--- src/rtl/sram_ctl_pkg.sv ---
package sram_ctl_pkg;

  // Strobe decode result for one clock edge
  typedef struct packed {
    logic sel;      // chip enables all asserted and not in standby
    logic p_start;  // processor strobe accepted
    logic c_start;  // controller strobe accepted (processor strobe idle)
  } start_t;

  // Kind of access decided at an edge
  typedef enum logic [1:0] {
    ACC_NONE  = 2'd0,
    ACC_READ  = 2'd1,
    ACC_WRITE = 2'd2
  } acc_e;

endpackage

--- src/rtl/sram_sel_decode.sv ---
module sram_sel_decode
  import sram_ctl_pkg::*;
(
  input  logic   snooze,
  input  logic   chip_en0_n,
  input  logic   chip_en1,
  input  logic   chip_en2_n,
  input  logic   cpu_strobe_n,
  input  logic   ctl_strobe_n,
  output start_t st
);

  logic sel;

  // Standby masks every other input
  assign sel = ~snooze & ~chip_en0_n & chip_en1 & ~chip_en2_n;

  always_comb begin
    st.sel     = sel;
    // Processor strobe depends on chip_en0_n through sel and has priority
    st.p_start = sel & ~cpu_strobe_n;
    st.c_start = sel & cpu_strobe_n & ~ctl_strobe_n;
  end

endmodule

--- src/rtl/sram_wr_mask.sv ---
module sram_wr_mask #(
  parameter int NUM_LANES = 4
) (
  input  logic                 all_wr_n,
  input  logic                 lane_wr_en_n,
  input  logic [NUM_LANES-1:0] lane_sel_n,
  output logic [NUM_LANES-1:0] lane_mask,
  output logic                 any_lane
);

  // Global write overrides the lane enable and selects
  for (genvar i = 0; i < NUM_LANES; i++) begin : g_lane
    assign lane_mask[i] = ~all_wr_n | (~lane_wr_en_n & ~lane_sel_n[i]);
  end

  assign any_lane = |lane_mask;

endmodule

--- src/rtl/sram_cycle_ctl.sv ---
module sram_cycle_ctl
  import sram_ctl_pkg::*;
#(
  parameter int NUM_LANES = 4
) (
  input  logic                 clk,
  input  logic                 rst,
  input  logic                 snooze,
  input  start_t               st,
  input  logic [NUM_LANES-1:0] lane_mask,
  input  logic                 any_lane,
  output logic                 rd_valid,
  output logic [NUM_LANES-1:0] lane_we
);

  logic pend_q;
  acc_e acc;

  // Decide the access kind at this edge
  always_comb begin
    acc = ACC_NONE;
    if (st.p_start)
      acc = ACC_READ;                       // write inputs ignored here
    else if (st.c_start)
      acc = any_lane ? ACC_WRITE : ACC_READ;
    else if (pend_q && any_lane && !snooze)
      acc = ACC_WRITE;                      // follow-up of a processor start
  end

  always_ff @(posedge clk) begin
    if (rst || snooze) begin
      rd_valid <= 1'b0;
      lane_we  <= '0;
      pend_q   <= 1'b0;
    end else begin
      rd_valid <= (acc == ACC_READ);
      lane_we  <= (acc == ACC_WRITE) ? lane_mask : '0;
      pend_q   <= st.p_start;
    end
  end

endmodule

--- src/rtl/sram_bit_expand.sv ---
module sram_bit_expand #(
  parameter int NUM_LANES = 4,
  parameter int LANE_W    = 8,
  localparam int DATA_W   = NUM_LANES * LANE_W
) (
  input  logic [NUM_LANES-1:0] lane_we,
  output logic [DATA_W-1:0]    bit_we
);

  for (genvar i = 0; i < NUM_LANES; i++) begin : g_lane
    assign bit_we[i*LANE_W +: LANE_W] = {LANE_W{lane_we[i]}};
  end

endmodule

--- src/rtl/sram_ctl_top.sv ---
module sram_ctl_top
  import sram_ctl_pkg::*;
#(
  parameter int NUM_LANES = 4,
  parameter int LANE_W    = 8,
  localparam int DATA_W   = NUM_LANES * LANE_W
) (
  input  logic                 clk,
  input  logic                 rst,
  input  logic                 snooze,
  input  logic                 chip_en0_n,
  input  logic                 chip_en1,
  input  logic                 chip_en2_n,
  input  logic                 cpu_strobe_n,
  input  logic                 ctl_strobe_n,
  input  logic                 all_wr_n,
  input  logic                 lane_wr_en_n,
  input  logic [NUM_LANES-1:0] lane_sel_n,
  input  logic                 out_en_n,
  output logic                 rd_valid,
  output logic [NUM_LANES-1:0] lane_we,
  output logic [DATA_W-1:0]    bit_we,
  output logic                 dq_oe
);

  start_t               st;
  logic [NUM_LANES-1:0] lane_mask;
  logic                 any_lane;

  sram_sel_decode u_sel (
    .snooze       (snooze),
    .chip_en0_n   (chip_en0_n),
    .chip_en1     (chip_en1),
    .chip_en2_n   (chip_en2_n),
    .cpu_strobe_n (cpu_strobe_n),
    .ctl_strobe_n (ctl_strobe_n),
    .st           (st)
  );

  sram_wr_mask #(.NUM_LANES(NUM_LANES)) u_mask (
    .all_wr_n     (all_wr_n),
    .lane_wr_en_n (lane_wr_en_n),
    .lane_sel_n   (lane_sel_n),
    .lane_mask    (lane_mask),
    .any_lane     (any_lane)
  );

  sram_cycle_ctl #(.NUM_LANES(NUM_LANES)) u_cyc (
    .clk       (clk),
    .rst       (rst),
    .snooze    (snooze),
    .st        (st),
    .lane_mask (lane_mask),
    .any_lane  (any_lane),
    .rd_valid  (rd_valid),
    .lane_we   (lane_we)
  );

  sram_bit_expand #(.NUM_LANES(NUM_LANES), .LANE_W(LANE_W)) u_bits (
    .lane_we (lane_we),
    .bit_we  (bit_we)
  );

  // Output pin enable is asynchronous; drivers go high impedance during writes
  assign dq_oe = ~out_en_n & ~snooze & rd_valid & ~(|lane_we);

endmodule

--- config.mk ---
export PLATFORM = sky130hd
export DESIGN_NAME = sram_ctl_top
export DESIGN_NICKNAME = d
export VERILOG_FILES = /design/src/rtl/sram_ctl_pkg.sv /design/src/rtl/sram_sel_decode.sv /design/src/rtl/sram_wr_mask.sv /design/src/rtl/sram_cycle_ctl.sv /design/src/rtl/sram_bit_expand.sv /design/src/rtl/sram_ctl_top.sv
export SDC_FILE = /design/constraint.sdc
export NUM_CORES = 1
export LEC_CHECK = 0
export BUFFER_PORTS_ARGS = -buffer_cell sky130_fd_sc_hd__buf_2
export CORE_UTILIZATION = 30
export DETAILED_ROUTE_END_ITERATION = 16
export PLACE_DENSITY = 0.79
export SYNTH_ARGS = -nofsm -noshare
export SYNTH_HDL_FRONTEND = slang
export SYNTH_SLANG_ARGS = --single-unit
--- constraint.sdc ---
create_clock -name clk -period 1 [get_ports clk]
set_input_delay 0.2 -clock clk [delete_from_list [all_inputs] [get_ports clk]]
set_output_delay 0.2 -clock clk [all_outputs]
set_load 0.1 [all_outputs]
==> results.txt, run 1 <==
Outcome = stopped before the end
Halt Stage = 5_1_grt
Run-stopping error = [ERROR DPL-0038] Utilization greater than 100%, impossible to legalize
Synth Area in Compound Gates = 0.127
Seq cells post-synth = 6
CTS buffer count = 3
Largest family of logic cells by synthesized area = buffers and inverters
Htree depth = 1
Buffers on Ports = 52
Post-synthesis cell type count = 16
GP Congestion = 0.658
Worst EP Category = output port
Register area share after synthesis = 0.239
Hpwl dp = 1.29 mm
IO Count = 53
Starting Density = 0.326
Inst Count DP = 108
Yosys top cell by area = buf_4
Synth Instances = 61
# clock sinks = 6
Worst Endpoint after GRT Repair = dq_oe
Post-synth top area share = 0.478
Syn_nets = 76
Die Width = 42.9 µm
Area share of fa/ha/maj cells after synthesis = 0
Fraction of the mapped netlist area in simple logic gates = 0.142
Post-synthesis mux area share = 0
CTS Root Cell = clkbuf_4
Clock buffer depth = 2
Avg Inst Size Synth = 8.25 µm²
Synth Cell Area = 503 µm²
Top cells by area, synth = buf_4, dfxtp_1, o21a_1
Pin count of the biggest net entering global routing = 10
Row cnt = 14
Die Span Y = 42.9 µm
Synth warn = 0
Post-Synth XOR/XNOR Area = 0
## cells by family after synthesis
family,count (synthesis)
simple gates,13
buf+inv,34
flops,6
compound gates,8
## per-stage QoR
stage	setup slack (ns)	cell area [µm²]	utilization	setup TNS, ns
2_1_floorplan	-0.342	666	-	-3.86
3_3_place_gp	-0.196	1230	0.795	-0.853
3_5_place_dp	-0.259	1230	0.795	-1.49
4_1_cts	-0.497	1440	0.936	-8.64
## cells in the mapped netlist, drive strengths merged
| cell type | instances |
|---|---|
| nor3 | 4 |
| a32oi | 1 |
| a41o | 1 |
| buf | 32 |
| a21oi | 1 |
| o21a | 4 |
| nor3b | 1 |
| nand3b | 1 |
| nor2 | 3 |
| nand2b | 1 |
| and3 | 1 |
| or2 | 1 |
| dfxtp | 6 |
| nor4 | 1 |
| a221o | 1 |
| inv | 2 |
## repair_timing
item	4_1_cts
hold buffers	0
pin swaps	0
setup buffers	3
setup endpoints to repair	37
gates resized for setup	21
gates cloned	3
hold endpoints to repair	0
==> run 2, diff against run 1 <==
--- a/config.mk
+++ b/config.mk
@@ -6,9 +6,10 @@
 export NUM_CORES = 1
 export LEC_CHECK = 0
 export BUFFER_PORTS_ARGS = -buffer_cell sky130_fd_sc_hd__buf_2
-export CORE_UTILIZATION = 30
+export CORE_AREA = 2 2 63 65
 export DETAILED_ROUTE_END_ITERATION = 16
-export PLACE_DENSITY = 0.79
+export DIE_AREA = 0 0 65 67
+export PLACE_DENSITY_LB_ADDON = 0.15
 export SYNTH_ARGS = -nofsm -noshare
 export SYNTH_HDL_FRONTEND = slang
 export SYNTH_SLANG_ARGS = --single-unit
==> constraint.sdc (replaced) <==
create_clock -name clk -period 1.3 [get_ports clk]
set_input_delay 0.26 -clock clk [delete_from_list [all_inputs] [get_ports clk]]
set_output_delay 0.26 -clock clk [all_outputs]
set_load 0.1 [all_outputs]
==> run 2 against run 1 <==
Effect of this change: the flow now finishes, with violations (setup timing); synthesized cell count unchanged; synthesized area unchanged.
==> results.txt, run 2 <==
Clock buffer depth = 2 (unchanged)
Post-synthesis cell type count = 16 (unchanged)
Outcome = finished, violations left
Die footprint = 4360 µm²
Worst r2r path cells = 2
Pwr dens = 447 nW/µm²
Clk_lat worst skew = 0.22 ns
Met2 Usage GRT = 0.115
Top cells by area, synth = buf_4, dfxtp_1, o21a_1
Post-DP Area = 1230 µm² (+0.61%)
CTS Root Cell = clkbuf_8
Post-route antenna net violation count = 0
# clock sinks = 6 (unchanged)
Initial antenna violation count = 0
Largest regs = u_cyc.lane_we (4), u_cyc.pend_q (1), u_cyc.rd_valid (1)
Max-slew violation count = 0
Most frequent cells in the layout = buf_12, buf_2
Drc violations = 0
Inst Count DP = 136 (+26%)
Synth Area in Compound Gates = 0.127 (unchanged)
Drt initial violations = 5
Most Crowded Layer GR = met2
Slew headroom = 0.779
Tcrit/Tclk final = 1.14
Most frequent cell after synthesis = buf_4
Slew @ Worst Pin = 0.331 ns
First-pass GRT wire length = 2.19 mm
Failing checks = setup timing
Clock Skew = 0.00180 ns
Top FF cell, synth = dfxtp_1
R2r startpoint = u_cyc.pend_q
Post-synthesis mux area share = 0 (unchanged)
Post-layout min period = 1.48 ns
Critical path's largest stage delay = 0.34 ns
Setup violations, final = 10
Final cell count without fillers = 140
Reg with most FFs = u_cyc.lane_we
Worst-path maximum fanout = 2
Starting Density = 0.139 (-0.187)
Max Cap Violations = 0
Max IR drop VDD = 0.000458 V
Area share of fa/ha/maj cells after synthesis = 0 (unchanged)
R2r setup slk = 0.49 ns
Htree depth = 1 (unchanged)
Fmax = 0.676 GHz
Post-Synth XOR/XNOR Area = 0 (unchanged)
Total Nets Final = 108
Hold EP = u_cyc.pend_q
CP Launch Type = flop
Hold Path Class = input pin to flop
R2R Path End = u_cyc.lane_we[2]
CTS buffer count = 3 (unchanged)
Synth warn = 0 (unchanged)
Die Span Y = 67 µm (+56%)
Largest family of logic cells by synthesized area = buffers and inverters
Syn_nets = 76 (unchanged)
Most frequent cells after synthesis = buf_4, dfxtp_1, nor3_1, o21a_1, nor2_1
Met1 Usage GRT = 0.0665
Hpwl dp = 1.24 mm (-3.9%)
Vias in the first global route = 462
Post-synth top area share = 0.478 (unchanged)
# diodes = 0
CP Class = flop to output port
Design Area, Final = 1300 µm²
GRT met3 Usage = 0.0186
DR vias = 476
Reg clk slew, reported paths = 0.04 ns
Fin. Hold Viols = 0
CP endpoint kind = output port
Die Width = 65 µm (+51%)
Vias/cell = 3.40
Worst EP arrival = 1.22 ns
Avg Inst Size Synth = 8.25 µm² (unchanged)
Register area share after synthesis = 0.239 (unchanged)
Seq cells post-synth = 6 (unchanged)
Synth Instances = 61 (unchanged)
Hold depth = 2
Setup slack after layout = -0.179 ns
CP cell instances = nor4_4 > and3_4 > buf_12
Row cnt = 22 (+8)
Number of synthesized flops with an enable pin = 0 (unchanged)
Layout area overhead = 158%
GP Congestion = 0.602 (-8.5%)
Commonest non-fill, non-tap cell in the layout = buf_12
Buffers on Ports = 52 (unchanged)
Asr flop ratio synth = 0 (unchanged)
Unrepaired setup endpoints after global routing = true
Fraction of the mapped netlist area in simple logic gates = 0.142 (unchanged)
IO Count = 53 (unchanged)
Layout cells sized above 1 = 0.761
Wire per inst = 9.69 µm
Yosys top cell by area = buf_4
Drt total wl = 1.36 mm
Hold_sp = cpu_strobe_n
CTS tree = done
Setup bufs post-CTS = 0 (-3)
DRT Pass-1 Iters = 3
Pin count of the biggest net entering global routing = 10
Slowest cell on crit path = dfxtp_4
Max reg flops = 4
Critical Path RT = 1.04 ns
Core Footprint = 3610 µm²
Leakage = 0.535 nW
Synth Cell Area = 503 µm² (unchanged)
GRT overflow = 0
Total GRT Usage = 0.0634
==> run 2: cell counts after synthesis <==
Identical to the previous run, type by type.
==> run 2: stage by stage <==
step	power [mW]	hold WS, ns	TNS (ns)	setup slack [ns]	utilization
4_1_cts	0.589	0.235	-0.480	-0.204	0.360
5_1_grt	0.607	0.249	-0.677	-0.242	0.360
3_3_place_gp	0.281	0.467	-0.0774	-0.0620	0.342
3_5_place_dp	0.283	0.473	-0.100	-0.0695	0.342
6_report	0.580	0.240	-0.314	-0.179	0.360
2_1_floorplan	0.232	0.332	-0.102	-0.102	-
==> run 2: logic make-up (layout without fill, tap and decap cells) <==
group                  count (synthesis)  after routing
AO/OA/AOI/OAI                          8              8
buffers and inverters                 34             65
flip-flops                             6              6
AND/OR/NAND/NOR                       13             13
==> run 2: how the worst max path moves through the flow <==
stage | from | to
floorplan | u_cyc.lane_we[2] | dq_oe
global placement | lane_sel_n[1] | u_cyc.lane_we[2]
detailed placement | lane_sel_n[1] | u_cyc.lane_we[2]
CTS | u_cyc.lane_we[2] | dq_oe
global route | u_cyc.lane_we[2] | dq_oe
finish | u_cyc.lane_we[2] | dq_oe
==> run 2: metal layers <==
layer | wire [µm] | up-vias | share of wire
met4 | 15 | 0 | 0.011
li1 | - | 234 | -
met2 | 735 | 28 | 0.54
met1 | 452 | 212 | 0.33
met5 | 0 | - | 0
met3 | 153 | 2 | 0.11
==> run 2: area by class of cell <==
type                            count  area [µm²]
Clock buffer                        4        45.0
Fill cell                         355        2310
Inverter                            2        7.51
Multi-Input combinational cell     21         155
Sequential cell                     6         136
Tap cell                           48        60.1
Timing Repair Buffer               59         895
==> run 2: report_power, final <==
group | switching, mW | internal (mW) | total (mW)
Sequential | 0.000900 | 0.178 | 0.179
Combinational | 0.0539 | 0.0469 | 0.101
Clock | 0.0887 | 0.212 | 0.300
Total | 0.143 | 0.437 | 0.580
==> run 2: timing repair <==
action	4_1_cts	5_1_grt
hold buffers	0	0
gates cloned	0	0
endpoints found under the setup margin	37	10
gates resized for setup	4	0
==> run 2: critical path: cells and delay by family (launching register included) <==
kind,cells,cell delay [ns]
flops,1,0.34
buf+inv,1,0.17
simple gates,2,0.48
(Power assumes the default switching activity.)
==> run 3, diff against run 2 <==
--- a/config.mk
+++ b/config.mk
@@ -10,6 +10,7 @@
 export DETAILED_ROUTE_END_ITERATION = 16
 export DIE_AREA = 0 0 65 67
 export PLACE_DENSITY_LB_ADDON = 0.15
+export SKIP_CTS_REPAIR_TIMING = 1
 export SYNTH_ARGS = -nofsm -noshare
 export SYNTH_HDL_FRONTEND = slang
 export SYNTH_SLANG_ARGS = --single-unit
==> constraint.sdc (replaced) <==
create_clock -name clk -period 1.3 [get_ports clk]
set_input_delay 0.065 -clock clk [delete_from_list [all_inputs] [get_ports clk]]
set_output_delay 0.065 -clock clk [all_outputs]
set_load 0.1 [all_outputs]
==> run 3 against run 2 <==
Effect of this change: the run now ends clean; core utilization fell by 17 points; final cell count fell by 4.3%; die area did not move; non-clock buffer count fell by 5; combinational power fell by 18%; global-route usage fell by 0.68 points; count of clock-buffer cells in the layout fell by 1; via count fell by 4.0%; clock power fell by 9.3%; cell area fell by 47%; register-to-register slack got worse by 0.02 ns; critical path type unchanged.
==> results.txt, run 3 (same netlist as run 2, synthesis figures left out) <==
Outcome = complete, no violations
Critical Path RT = 1.24 ns (+0.20 ns)
CP Class = flop to output port
Clock Power Share = 0.505 (-0.013)
Max-slew violation count = 0 (unchanged)
CTS buffer count = 3 (unchanged)
CP Launch Type = flop
Fmax = 0.788 GHz (+17%)
Clock Skew = 0.00144 ns (-0.000366 ns)
Slew @ Worst Pin = 0.494 ns (+0.163 ns)
Pwr dens = 784 nW/µm² (+75%)
Row cnt = 22 (unchanged)
Tcrit/Tclk final = 0.976 (-0.161)
Reg clk slew, reported paths = 0.04 ns (about the same)
Die footprint = 4360 µm² (unchanged)
Total Nets Final = 103 (-4.6%)
R2r setup slk = 0.47 ns (-0.02 ns)
CP endpoint kind = output port
Max IR drop VDD = 0.000207 V (-55%)
Layout area overhead = 36.3%
Die Width = 65 µm (unchanged)
R2R Path End = u_cyc.lane_we[3]
Switch share = 0.234 (-0.0131)
Seq. cell area = 131 µm² (-3.7%)
GRT overflow = 0 (unchanged)
Layout cells sized above 1 = 0.756 (-0.00506)
Leakage = 0.412 nW (-23%)
CTS tree = done
# clock sinks = 6 (unchanged)
First-pass GRT wire length = 1.75 mm (-20%)
Worst-path maximum fanout = 2 (unchanged)
R2r startpoint = u_cyc.pend_q
GP Congestion = 0.611 (+1.5%)
Most frequent cells in the layout = buf_2, o21a_1, nor3_1
Seq pwr share = 0.341 (+0.033)
Pin count of the biggest net entering global routing = 11 (+1)
Max Cap Violations = 0 (unchanged)
Vias in the first global route = 379 (-18%)
Area of the multi-input gates = 155 µm² (unchanged)
Final core occ = 0.190 (-0.170)
Hold Path Class = input pin to flop
Clk_lat worst skew = 0.22 ns (about the same)
Net switching power = 0.126 mW (-12%)
Die Span Y = 67 µm (unchanged)
Reg with most FFs = u_cyc.lane_we
CTS Root Cell = clkbuf_8
IO Count = 53 (unchanged)
Slew headroom = 0.673 (-0.106)
# diodes = 0 (unchanged)
Fin. Hold Viols = 0 (unchanged)
Clock buffer depth = 2 (unchanged)
Drt initial violations = 3 (-2)
Hold depth = 2 (unchanged)
Post-route antenna net violation count = 0 (unchanged)
Core Footprint = 3610 µm² (unchanged)
Fillers = 411 (+16%)
Combinational Power Share = 0.154 (-0.020)
Initial antenna violation count = 0 (unchanged)
Starting Density = 0.139 (unchanged)
Unrepaired setup endpoints after global routing = true
Post-layout min period = 1.27 ns (-0.210 ns)
Hpwl dp = 1.04 mm (-17%)
Worst EP arrival = 1.20 ns (-0.02 ns)
DR vias = 457 (-4.0%)
Vias/cell = 3.41 (+0.31%)
Commonest non-fill, non-tap cell in the layout = buf_2
Hold_sp = cpu_strobe_n
Htree depth = 1 (unchanged)
DRT Pass-1 Iters = 3 (unchanged)
Internal power = 0.412 mW (-5.7%)
Worst r2r path cells = 2 (unchanged)
Total GRT Usage = 0.0566 (-0.00679)
Post-DP Area = 609 µm² (-51%)
Setup violations, final = 0 (-10)
Largest regs = u_cyc.lane_we (4), u_cyc.pend_q (1), u_cyc.rd_valid (1)
Wire per inst = 8.72 µm (-9.9%)
Design Area, Final = 686 µm² (-47%)
Hold EP = u_cyc.pend_q
Max reg flops = 4 (unchanged)
Buffers on Ports = 52 (unchanged)
Drt total wl = 1.17 mm (-14%)
Drc violations = 0 (unchanged)
-- run 3: per-stage QoR --
step | setup slack, ns | cells | total power, mW | hold slack (ns) | setup TNS, ns
floorplan | -0.00934 | 61 | 0.240 | 0.137 | -0.00934
global placement | 0.157 | 129 | 0.273 | 0.276 | 0
detailed placement | 0.149 | 129 | 0.273 | 0.291 | 0
CTS | -0.0692 | 132 | 0.555 | 0.0536 | -0.0692
global route | -0.0258 | 134 | 0.568 | 0.0607 | -0.0258
finish | 0.0309 | 134 | 0.537 | 0.0594 | 0
-- run 3: area by class of cell --
class,instances,area share
clock buffers,3,0.0602
inverters,2,0.0109
multi-input cells,21,0.226
flip-flops and latches,6,0.192
well taps,48,0.0876
repair buffers,54,0.423
-- run 3: worst max path at each step --
stage	start	to	slack (ns)
floorplan	u_cyc.lane_we[1]	dq_oe	-0.009
global placement	chip_en0_n	u_cyc.lane_we[3]	0.16
detailed placement	chip_en0_n	u_cyc.lane_we[3]	0.15
CTS	u_cyc.lane_we[1]	dq_oe	-0.07
global route	u_cyc.lane_we[2]	dq_oe	-0.03
finish	u_cyc.lane_we[2]	dq_oe	0.03
-- run 3: power by group through the flow --
stage          Sequential, mW  Combinational [mW]  Clock [mW]
6_report                0.183              0.0827       0.272
2_1_floorplan           0.195              0.0452           0
3_5_place_dp            0.190              0.0827           0
4_1_cts                 0.187              0.0828       0.285
3_3_place_gp            0.190              0.0827           0
5_1_grt                 0.183              0.0890       0.296
-- run 3: worst max-delay path, stage by stage, from the launching register on --
cell and delay, ns:
dfxtp_4 0.34, nor4_4 0.26, and3_4 0.22, buf_12 0.17
-- run 3: layer usage --
layer,global-route usage,part of all wire,vias up
met1,0.0564,0.40,196
met2,0.0889,0.47,38
met3,0.0220,0.13,0
met5,0,0,-
li1,-,-,223
met4,0.0559,0,0
==> run 4, diff against run 3 <==
--- a/config.mk
+++ b/config.mk
@@ -6,6 +6,8 @@
 export NUM_CORES = 1
 export LEC_CHECK = 0
 export BUFFER_PORTS_ARGS = -buffer_cell sky130_fd_sc_hd__buf_2
+export CELL_PAD_IN_SITES_DETAIL_PLACEMENT = 1
+export CELL_PAD_IN_SITES_GLOBAL_PLACEMENT = 2
 export CORE_AREA = 2 2 63 65
 export DETAILED_ROUTE_END_ITERATION = 16
 export DIE_AREA = 0 0 65 67
==> constraint.sdc (replaced) <==
create_clock -name clk -period 1.4 [get_ports clk]
set_input_delay 0.07 -clock clk [delete_from_list [all_inputs] [get_ports clk]]
set_output_delay 0.07 -clock clk [all_outputs]
set_load 0.1 [all_outputs]
==> run 4 against run 3 <==
Effect of this change: global-route usage increased by 0.42 points; register-to-register slack better by 0.12 ns; clock power is 7.4% lower; largest cell class unchanged; largest power group unchanged.
==> results.txt, run 4 (same netlist as run 2, synthesis figures left out) <==
Total Nets Final = 101 (-1.9%)
Slowest cell on crit path = dfxtp_2
Pwr dens = 757 nW/µm² (-3.4%)
Wire per inst = 9.55 µm (+9.4%)
Die Width = 65 µm (unchanged)
Layout area overhead = 32.3%
Starting Density = 0.139 (unchanged)
CTS buffer count = 3 (unchanged)
Layout cells sized above 1 = 0.750 (-0.00581)
Inst Count DP = 129 (unchanged)
Final cell count without fillers = 132 (-1.5%)
Die footprint = 4360 µm² (unchanged)
CTS Root Cell = clkbuf_8
DR vias = 443 (-3.1%)
# clock sinks = 6 (unchanged)
DRT Pass-1 Iters = 3 (unchanged)
Total GRT Usage = 0.0608 (+0.00423)
Clock buffer depth = 2 (unchanged)
CP Launch Type = flop
Fin. Hold Viols = 0 (unchanged)
Clock Skew = 0.00242 ns (+0.000985 ns)
Hold Path Class = input pin to flop
Most frequent cells in the layout = buf_2, dfxtp_2, o21a_1, nor3_1
CTS tree = done
First-pass GRT wire length = 1.93 mm (+10%)
Hpwl dp = 1.08 mm (+4.0%)
Worst EP arrival = 1.24 ns (+0.04 ns)
Worst Path Buf+Inv = 1 (unchanged)
Initial antenna violation count = 0 (unchanged)
GP Congestion = 0.663 (+8.4%)
Commonest non-fill, non-tap cell in the layout = buf_2
Max Cap Violations = 0 (unchanged)
Core Footprint = 3610 µm² (unchanged)
Worst hold slack = 0.0680 ns (+0.00860 ns)
CP top delay family = simple AND/OR/NAND/NOR gates
Reg clk slew, reported paths = 0.04 ns (about the same)
Post-layout min period = 1.31 ns
CP endpoint kind = output port
GRT overflow = 0 (unchanged)
Unrepaired setup endpoints after global routing = false
Slew @ Worst Pin = 0.489 ns (-0.00525 ns)
IO Count = 53 (unchanged)
Worst-path maximum fanout = 10 (+8)
Largest regs = u_cyc.lane_we (4), u_cyc.pend_q (1), u_cyc.rd_valid (1)
Fillers = 453 (+10%)
Htree depth = 1 (unchanged)
Clk_lat worst skew = 0.22 ns (about the same)
Row cnt = 22 (unchanged)
Critical Path RT = 1.33 ns (+0.09 ns)
Slew headroom = 0.676 (+0.00348)
# diodes = 0 (unchanged)
Max-slew violation count = 0 (unchanged)
Outcome = complete, no violations
Setup violations, final = 0 (unchanged)
Post-route antenna net violation count = 0 (unchanged)
Tcrit/Tclk final = 0.937
CP cell instances = nor4_4 > and3_4 > buf_12
Vias/cell = 3.36 (-1.6%)
Pin count of the biggest net entering global routing = 11 (unchanged)
Critical path's largest stage delay = 0.36 ns (+0.02 ns)
Die Span Y = 67 µm (unchanged)
Fmax = 0.762 GHz
Drt initial violations = 5 (+2)
CP Class = flop to output port
Leakage = 0.400 nW (-2.8%)
Vias in the first global route = 389 (+2.6%)
Max IR drop VDD = 0.000139 V (-33%)
Drc violations = 0 (unchanged)
Max reg flops = 4 (unchanged)
Drt total wl = 1.26 mm (+7.8%)
Buffers on Ports = 52 (unchanged)
Reg with most FFs = u_cyc.lane_we
[run 4: cell count changes in the layout (fill, tap and decap cells not counted)]
cell,delta
buf_4,-2
dfxtp_2,+2
dfxtp_4,-2
[run 4: metal layers]
| metal | part of all wire | GRT usage | routed length [µm] |
|---|---|---|---|
| met5 | 0 | 0 | 0 |
| met2 | 0.40 | 0.0825 | 509 |
| met1 | 0.44 | 0.0734 | 560 |
| met4 | 0.021 | 0.0638 | 27 |
| met3 | 0.13 | 0.0169 | 162 |
[run 4: per-stage QoR]
stage	total power, mW	TNS (ns)	utilization	instance area [µm²]	setup slack, ns
6_report	0.504	0	0.185	666	0.0876
5_1_grt	0.536	0	0.185	666	0.0313
4_1_cts	0.513	-0.00362	0.180	651	-0.00362
3_5_place_dp	0.254	0	0.169	609	0.230
3_3_place_gp	0.254	0	0.169	609	0.224
2_1_floorplan	0.223	0	-	514	0.0857
[run 4: final cells by class]
cell class / count / area [µm²] / area share
Timing Repair Buffer: 52 / 275 / 0.414
Multi-Input combinational cell: 21 / 155 / 0.233
Sequential cell: 6 / 126 / 0.190
Tap cell: 48 / 60.1 / 0.0902
Clock buffer: 3 / 41.3 / 0.0620
Inverter: 2 / 7.51 / 0.0113
[run 4: power breakdown]
group	switching, mW	total (mW)	internal (mW)
Sequential	0.00102	0.174	0.173
Combinational	0.0492	0.0779	0.0286
Clock	0.0679	0.252	0.184
Total	0.118	0.504	0.386
[run 4: worst paths after layout]
kind	end	slack, ns	startpoint	cells after the start
setup reg to reg	u_cyc.lane_we[3]	0.59	u_cyc.pend_q	2
hold / removal	u_cyc.pend_q	0.07	cpu_strobe_n	2
hold reg to reg	u_cyc.lane_we[1]	0.59	u_cyc.pend_q	2
setup / recovery	dq_oe	0.09	u_cyc.lane_we[1]	3
